--- src/rtl/lfs_pkg.sv ---
package lfs_pkg;

  typedef enum logic {
    MODE_NORMAL = 1'b0,
    MODE_STRIKE = 1'b1
  } lfs_mode_e;

  // Slow fault sources, each with its own burst-strobe timer
  typedef enum int unsigned {
    SLOW_SHORT = 0,
    SLOW_COMP  = 1,
    SLOW_REG   = 2
  } lfs_slow_e;

  localparam int unsigned N_SLOW = 3;
  // Trip vector: slow faults, lamp timer, arc timer, temperature
  localparam int unsigned N_TRIP = N_SLOW + 3;

endpackage

--- src/rtl/lfs_rst_sync.sv ---
module lfs_rst_sync (
  input  logic clk,
  input  logic rst_n,
  output logic rst_sync_n
);
  logic [1:0] stage_q;

  always_ff @(posedge clk or negedge rst_n) begin
    if (!rst_n) stage_q <= 2'b00;
    else        stage_q <= {stage_q[0], 1'b1};
  end

  assign rst_sync_n = stage_q[1];
endmodule

--- src/rtl/lfs_tick_timer.sv ---
module lfs_tick_timer #(
  parameter int unsigned CW = 9
) (
  input  logic          clk,
  input  logic          rst_n,
  input  logic          clr_i,
  input  logic          cond_i,
  input  logic          tick_i,
  input  logic [CW-1:0] limit_i,
  output logic          expire_o
);
  localparam logic [CW-1:0] CNT_MAX = '1;

  logic [CW-1:0] cnt_q, cnt_d;
  logic [CW:0]   cnt_inc;
  logic          cnt_en;

  always_comb begin
    cnt_inc  = {1'b0, cnt_q} + {{CW{1'b0}}, 1'b1};
    expire_o = !clr_i && cond_i && tick_i && (cnt_inc >= {1'b0, limit_i});
    cnt_en   = tick_i && (cnt_q != CNT_MAX);
    cnt_d    = cnt_q;
    if (clr_i || !cond_i) cnt_d = '0;
    else if (cnt_en)      cnt_d = cnt_inc[CW-1:0];
  end

  always_ff @(posedge clk or negedge rst_n) begin
    if (!rst_n) cnt_q <= '0;
    else        cnt_q <= cnt_d;
  end

  AST_TMR_CLEAR: assert property (@(posedge clk) disable iff (!rst_n)
    !cond_i |=> (cnt_q == '0));

  AST_TMR_HOLD: assert property (@(posedge clk) disable iff (!rst_n)
    (cond_i && !clr_i && !tick_i) |=> $stable(cnt_q));
endmodule

--- src/rtl/lfs_mode_ctrl.sv ---
module lfs_mode_ctrl
  import lfs_pkg::*;
(
  input  logic clk,
  input  logic rst_n,
  input  logic active_i,
  input  logic burst_tick_i,
  input  logic lamp_off_i,
  output logic striking_o
);
  lfs_mode_e mode_q, mode_d;

  always_comb begin
    mode_d = mode_q;
    if (!active_i)                                   mode_d = MODE_STRIKE;
    else if (mode_q == MODE_STRIKE && burst_tick_i
             && !lamp_off_i)                         mode_d = MODE_NORMAL;
  end

  always_ff @(posedge clk or negedge rst_n) begin
    if (!rst_n) mode_q <= MODE_STRIKE;
    else        mode_q <= mode_d;
  end

  assign striking_o = (mode_q == MODE_STRIKE);

  AST_MODE_ONEWAY: assert property (@(posedge clk) disable iff (!rst_n)
    (active_i && !striking_o) |=> !striking_o);

  AST_MODE_EXIT: assert property (@(posedge clk) disable iff (!rst_n)
    $fell(striking_o) |-> $past(burst_tick_i && !lamp_off_i && active_i));

  AST_MODE_RESTART: assert property (@(posedge clk) disable iff (!rst_n)
    !active_i |=> striking_o);
endmodule

--- src/rtl/lfs_fault_latch.sv ---
module lfs_fault_latch #(
  parameter int unsigned N = 6
) (
  input  logic         clk,
  input  logic         rst_n,
  input  logic         active_i,
  input  logic [N-1:0] trip_i,
  output logic         shut_o
);
  logic shut_q, shut_d;

  always_comb begin
    shut_d = shut_q;
    if (!active_i)   shut_d = 1'b0;
    else if (|trip_i) shut_d = 1'b1;
  end

  always_ff @(posedge clk or negedge rst_n) begin
    if (!rst_n) shut_q <= 1'b0;
    else        shut_q <= shut_d;
  end

  assign shut_o = shut_q;

  AST_LATCH_HOLD: assert property (@(posedge clk) disable iff (!rst_n)
    (shut_q && active_i) |=> shut_q);

  AST_LATCH_CLEAR: assert property (@(posedge clk) disable iff (!rst_n)
    !active_i |=> !shut_q);

  AST_LATCH_CAUSE: assert property (@(posedge clk) disable iff (!rst_n)
    $rose(shut_q) |-> $past(|trip_i));
endmodule

--- src/rtl/lamp_fault_seq.sv ---
module lamp_fault_seq
  import lfs_pkg::*;
#(
  parameter int unsigned STRIKE_CYC = 450,
  parameter int unsigned NORMAL_CYC = 32,
  parameter int unsigned OPEN_CYC   = 3,
  parameter int unsigned ARC_CYC    = 2
) (
  input  logic clk,
  input  logic rst_n,
  input  logic en_i,
  input  logic uvlo_i,
  input  logic burst_tick_i,
  input  logic main_tick_i,
  input  logic lamp_off_i,
  input  logic reg_lim_i,
  input  logic arc_i,
  input  logic short_i,
  input  logic comp_hi_i,
  input  logic hot_i,
  output logic shutdown_o,
  output logic striking_o,
  output logic bct_hold_o
);
  localparam int unsigned CW = $clog2(STRIKE_CYC + 1);
  localparam logic [CW-1:0] LIM_STRIKE = CW'(STRIKE_CYC);
  localparam logic [CW-1:0] LIM_NORMAL = CW'(NORMAL_CYC);
  localparam logic [CW-1:0] LIM_OPEN   = CW'(OPEN_CYC);
  localparam logic [CW-1:0] LIM_ARC    = CW'(ARC_CYC);

  logic              rst_s_n;
  logic              active;
  logic              shut;
  logic              striking;
  logic              clr;
  logic [CW-1:0]     slow_lim;
  logic [CW-1:0]     lamp_lim;
  logic [N_SLOW-1:0] slow_cond;
  logic [N_SLOW-1:0] slow_exp;
  logic              lamp_exp;
  logic              arc_exp;
  logic [N_TRIP-1:0] trip;

  lfs_rst_sync u_rst (
    .clk        (clk),
    .rst_n      (rst_n),
    .rst_sync_n (rst_s_n)
  );

  always_comb begin
    active   = en_i && !uvlo_i;
    clr      = !active || shut;
    slow_lim = striking ? LIM_STRIKE : LIM_NORMAL;
    lamp_lim = striking ? LIM_STRIKE : LIM_OPEN;
    slow_cond[SLOW_SHORT] = short_i;
    slow_cond[SLOW_COMP]  = comp_hi_i;
    slow_cond[SLOW_REG]   = reg_lim_i;
  end

  lfs_mode_ctrl u_mode (
    .clk          (clk),
    .rst_n        (rst_s_n),
    .active_i     (active),
    .burst_tick_i (burst_tick_i),
    .lamp_off_i   (lamp_off_i),
    .striking_o   (striking)
  );

  // Lamp-absent timer: striking timeout or normal-mode open lamp
  lfs_tick_timer #(.CW(CW)) u_lamp_tmr (
    .clk      (clk),
    .rst_n    (rst_s_n),
    .clr_i    (clr),
    .cond_i   (lamp_off_i),
    .tick_i   (burst_tick_i),
    .limit_i  (lamp_lim),
    .expire_o (lamp_exp)
  );

  for (genvar g = 0; g < N_SLOW; g++) begin : g_slow
    lfs_tick_timer #(.CW(CW)) u_tmr (
      .clk      (clk),
      .rst_n    (rst_s_n),
      .clr_i    (clr),
      .cond_i   (slow_cond[g]),
      .tick_i   (burst_tick_i),
      .limit_i  (slow_lim),
      .expire_o (slow_exp[g])
    );
  end

  lfs_tick_timer #(.CW(CW)) u_arc_tmr (
    .clk      (clk),
    .rst_n    (rst_s_n),
    .clr_i    (clr),
    .cond_i   (arc_i),
    .tick_i   (main_tick_i),
    .limit_i  (LIM_ARC),
    .expire_o (arc_exp)
  );

  assign trip = {hot_i, arc_exp, lamp_exp, slow_exp};

  lfs_fault_latch #(.N(N_TRIP)) u_latch (
    .clk      (clk),
    .rst_n    (rst_s_n),
    .active_i (active),
    .trip_i   (trip),
    .shut_o   (shut)
  );

  assign shutdown_o = shut;
  assign striking_o = striking;
  assign bct_hold_o = shut;

  AST_HOT_TRIP: assert property (@(posedge clk) disable iff (!rst_s_n)
    (active && hot_i) |=> shutdown_o);

  AST_ARC_NEEDS_MAIN: assert property (@(posedge clk) disable iff (!rst_s_n)
    ($rose(shutdown_o) && !$past(hot_i) && !$past(burst_tick_i)) |-> $past(main_tick_i && arc_i));

  AST_IDLE_SAFE: assert property (@(posedge clk) disable iff (!rst_s_n)
    !active |=> (!shutdown_o && striking_o));
endmodule

--- config.mk ---
export PLATFORM = sky130hd
export DESIGN_NAME = lamp_fault_seq
export DESIGN_NICKNAME = d
export VERILOG_FILES = /design/src/rtl/lfs_pkg.sv /design/src/rtl/lfs_rst_sync.sv /design/src/rtl/lfs_tick_timer.sv /design/src/rtl/lfs_mode_ctrl.sv /design/src/rtl/lfs_fault_latch.sv /design/src/rtl/lamp_fault_seq.sv
export SDC_FILE = /design/constraint.sdc
export NUM_CORES = 1
export LEC_CHECK = 0
export CAP_MARGIN = 20
export CORE_UTILIZATION = 55
export DETAILED_ROUTE_END_ITERATION = 8
export PLACE_DENSITY = 0.73
export SLEW_MARGIN = 0
export SYNTH_ARGS = -nofsm -noshare
export SYNTH_HDL_FRONTEND = slang
export SYNTH_HIERARCHICAL = 1
export SYNTH_SLANG_ARGS = --single-unit
--- constraint.sdc ---
create_clock -name clk -period 2.31 [get_ports clk]
set_input_delay 0.693 -clock clk [delete_from_list [all_inputs] [get_ports clk]]
set_output_delay 0.693 -clock clk [all_outputs]
set_load 0.01 [all_outputs]
==> impl_results.md <==
- Largest net degree at the start of global routing: 26
- Flop2flop setup slack: 0.05 ns
- Maximum clock frequency: 442 MHz
- Global-route usage over all layers: 0.225
- Number of fillers in the final layout: 564
- Nets: 601
- Synthesized cell area: 3940 sq um
- Cell occurring most often along the worst timing path: buf_4
- Max Root-Sink Buffers: 2
- Sort of element at the start of the critical path: flip-flop
- Sequential share of the synthesized area: 0.311
- Setup repair after global routing missed its margin: yes
- Number of I/O port buffers: 14
- Multiplexer share of the synthesized area: 0.0254
- Per-cell via count in the routed design: 5.06
- Worst min-delay path category: reg2async
- Destination of the critical timing path: u_latch/shut_o$_DFFE_PN0P_
- Leading cell types in the layout, fill and taps excluded: 58 x nor2_1, 57 x inv_1, 51 x ha_1
- Proportion of layout cells with a drive suffix above 1: 0.153
- Final worst path period share: 0.980
- DRC marker count from the first detailed-route iteration: 53
- Pleak: 0.00233 uW
- Largest family of logic cells by synthesized area: simple AND/OR/NAND/NOR gates
- Number of optimization iterations in the first detailed-route pass: 4
- IO Count: 15
- Detailed placer's ending HPWL: 6.21 mm
- Most area-consuming cells after synthesis: dfrtp_1 30%, ha_1 17%, xnor2_1 6.7%
- Total gr overflow: 0
- Clock buffer count from CTS: 5
- Clock tree from TritonCTS: built
- Cell accounting for the most synthesized area: dfrtp_1
- Peak ir drop on the vdd network: 0.000215 V
- Starting utilization of the core area: 0.574
- Cell area after layout: 4770 sq um
- Total core area: 6870 sq um
- Compound-gate portion of the synthesized area: 0.103
- Number of flip-flops and latches in the synthesized netlist: 49
- Synth Area in Adders: 0.175
- DRT Wirelength: 7.89 mm
- Pwr per Cell Area: 324 nW/um^2
- Antenna Nets Post-Route: 0
- Number of buffers inserted for hold repair after clock tree synthesis: 0
- Worst Clk Skew: 0.0104 ns
- Largest incremental delay on the critical path: 0.36 ns
- Xor/xnor cell area share of the yosys netlist: 0.122
- Most common cell after layout, fill and taps aside: nor2_1
- Vias: 3191
- Slew headroom: 0.634
- Die ar.: 7510 sq um
- Area growth syn-to-layout: 21.0%
- Global placement routability congestion: 0.808
- Latest clock arrival within the worst-skew pair: 0.30 ns
- Cell Chain, Critical Path: buf_4, nand3_2, buf_4, nor2_2, xor2_1, ha_1, a41oi_1, a221o_1, a21oi_1, nor4_2, a21boi_1
- Max-slew violation total from the final report: 0
- Global-route wire length before repair: 13.3 mm
- Worst setup path startpoint: u_arc_tmr/cnt_q[0]$_DFFE_PN0P_
- CP max-delay cell: dfrtp_1
- Total clock sinks: 49
- Worst reg2reg path depth: 11
- Number of global-route vias before repair: 3089
- CTS clock-pin slew for the worst setup and hold paths: 0.09 ns
- Post-synth cell types: 33
- WP data required: 2.50 ns
- Number of cell rows: 30
- Die width: 86.7 um
- Arrival time at the worst endpoint: 2.46 ns
- Number of warnings issued by yosys: 6
- Antenna cells: 0
- Type of the setup path with the least slack: reg2reg
- Number of DRC violations after detailed routing: 0
- Capturing element type of the critical path: flip-flop
- Proportion of netlist area held by the largest area contributor: 0.305
- Reg2reg start: u_arc_tmr/cnt_q[0]$_DFFE_PN0P_
- Routed wire per std cell: 12.5 um
- Core occupancy in the finished layout: 0.694
- Synthesized instance count: 457
- Mean Syn Cell Area: 8.62 sq um
- Result of the run: completed
- Hold Vio Cnt, Final: 0
- Slew at the pin with the worst max-slew slack: 0.548 ns
- Biggest fanout along the worst timing path: 6
- Worst reg2reg path endpoint: u_latch/shut_o$_DFFE_PN0P_
- Max Cap Viol: 0
- Die Ht: 86.7 um
- Number of H-tree levels: 2
- Final setup violating endpoints: 0
- Total power consumption of the routed design: 1540 uW
- Final critical delay including setup and external delays: 2.26 ns
- Placement-stage cell area: 4590 sq um
- Share of synthesized cell area in and, or, nand and nor gates: 0.193
- Clock root cell: clkbuf_8
- Initial antenna violation count: 0
## report_power, final
group / switching [uW] / internal, uW / leakage (uW)
sequential: 12.3 / 863 / 0.000672
combinational: 93.7 / 78.3 / 0.00162
clock: 281 / 215 / 0.0000385
total: 387 / 1160 / 0.00233
## worst max-delay path: cells and delay by family (launching register included)
| family | cells | cell delay [ns] |
|---|---|---|
| DFF | 1 | 0.36 |
| xor gates and xnor gates | 1 | 0.18 |
| and+or+nand+nor | 3 | 0.47 |
| AOI/OAI and AO/OA | 4 | 0.56 |
| adders and majority gates | 1 | 0.27 |
| buffers and inverters | 2 | 0.31 |
## registers in the layout (all words and copies together) (netlist names)
name,cells
u_arc_tmr/cnt_q,9
u_latch/shut_o,1
u_lamp_tmr/cnt_q,9
u_rst/stage_q,2
u_mode/striking_o,1
g_slow.u_tmr/cnt_q,27
## per-stage QoR
| step | cells | hold WS (ns) | setup slack, ns | TNS, ns |
|---|---|---|---|---|
| 5_1_grt | 631 | 0.325 | -0.0802 | -0.0802 |
| 6_report | 631 | 0.251 | 0.0464 | 0 |
| 3_5_place_dp | 622 | 0.276 | -0.106 | -0.106 |
| 3_3_place_gp | 622 | 0.277 | -0.0594 | -0.0594 |
| 2_1_floorplan | 481 | 0.331 | 0.00656 | 0 |
| 4_1_cts | 631 | 0.273 | 0.00615 | 0 |
## what timing repair did
action	in CTS	in global routing
setup buffers	1	0
gates resized for setup	3	24
setup endpoints to repair	2	2
pin swaps	1	9
## cell type report
| cell class | instances | area [sq um] | area share |
|---|---|---|---|
| multi-input combinational | 364 | 2660 | 0.557 |
| tap | 96 | 120 | 0.0252 |
| clock buffer | 7 | 76.3 | 0.0160 |
| timing repair buffer | 57 | 465 | 0.0976 |
| inverter | 57 | 214 | 0.0449 |
| sequential | 49 | 1230 | 0.258 |
| clock inverter | 1 | 7.51 | 0.00157 |
## synth_stat cells
master and count:
buf_1 5, a2111oi_0 5, or3b_1 1, and2b_2 1, a21oi_1 15, o21ai_0 20
inv_1 57, a41oi_1 5, nor4_2 1, a211oi_1 5, o21ai_1 1, nand4_1 5
mux2i_1 10, nor2_1 65, a21boi_1 1, dfrtp_1 48, xnor2_1 30, and3_1 5
a221o_1 5, nand2b_1 15, o311ai_0 5, nand3_1 5, dfstp_2 1, conb_1 3
xor2_1 25, buf_2 5, buf_4 1, nand2_1 15, nor2b_1 1, ha_1 55
or3_1 10, nand3_2 5, nor3_1 26
## per-layer routing
layer	vias to the layer above	track usage	routed length (um)
li1	1681	-	-
met1	1472	0.274	3610
met2	28	0.409	3960
met3	10	0.0410	206
met4	0	0.0591	119
met5	-	0	0
## how the worst min path moves through the flow
stage,depth (start not counted),from,to,slack [ns]
global placement,0,u_rst/stage_q[1]$_DFF_PN0_,u_lamp_tmr/cnt_q[2]$_DFFE_PN0P_,0.28
finish,0,u_rst/stage_q[1]$_DFF_PN0_,u_lamp_tmr/cnt_q[0]$_DFFE_PN0P_,0.25
CTS,0,u_rst/stage_q[1]$_DFF_PN0_,u_lamp_tmr/cnt_q[0]$_DFFE_PN0P_,0.27
detailed placement,0,u_rst/stage_q[1]$_DFF_PN0_,u_lamp_tmr/cnt_q[1]$_DFFE_PN0P_,0.28
global route,0,u_rst/stage_q[1]$_DFF_PN0_,g_slow[2].u_tmr/cnt_q[7]$_DFFE_PN0P_,0.33
floorplan,0,u_rst/stage_q[0]$_DFF_PN0_,u_rst/stage_q[1]$_DFF_PN0_,0.33
## kinds of logic (layout without fill, tap and decap cells)
group / after synthesis / after routing
AOI/OAI and AO/OA: 62 / 62
adders and majority gates: 55 / 55
buffers and inverters: 68 / 122
and+or+nand+nor: 155 / 155
muxes: 10 / 10
DFF: 49 / 49
xor gates and xnor gates: 55 / 55
other: 3 / 27
Power figures use the tool's default switching activity.
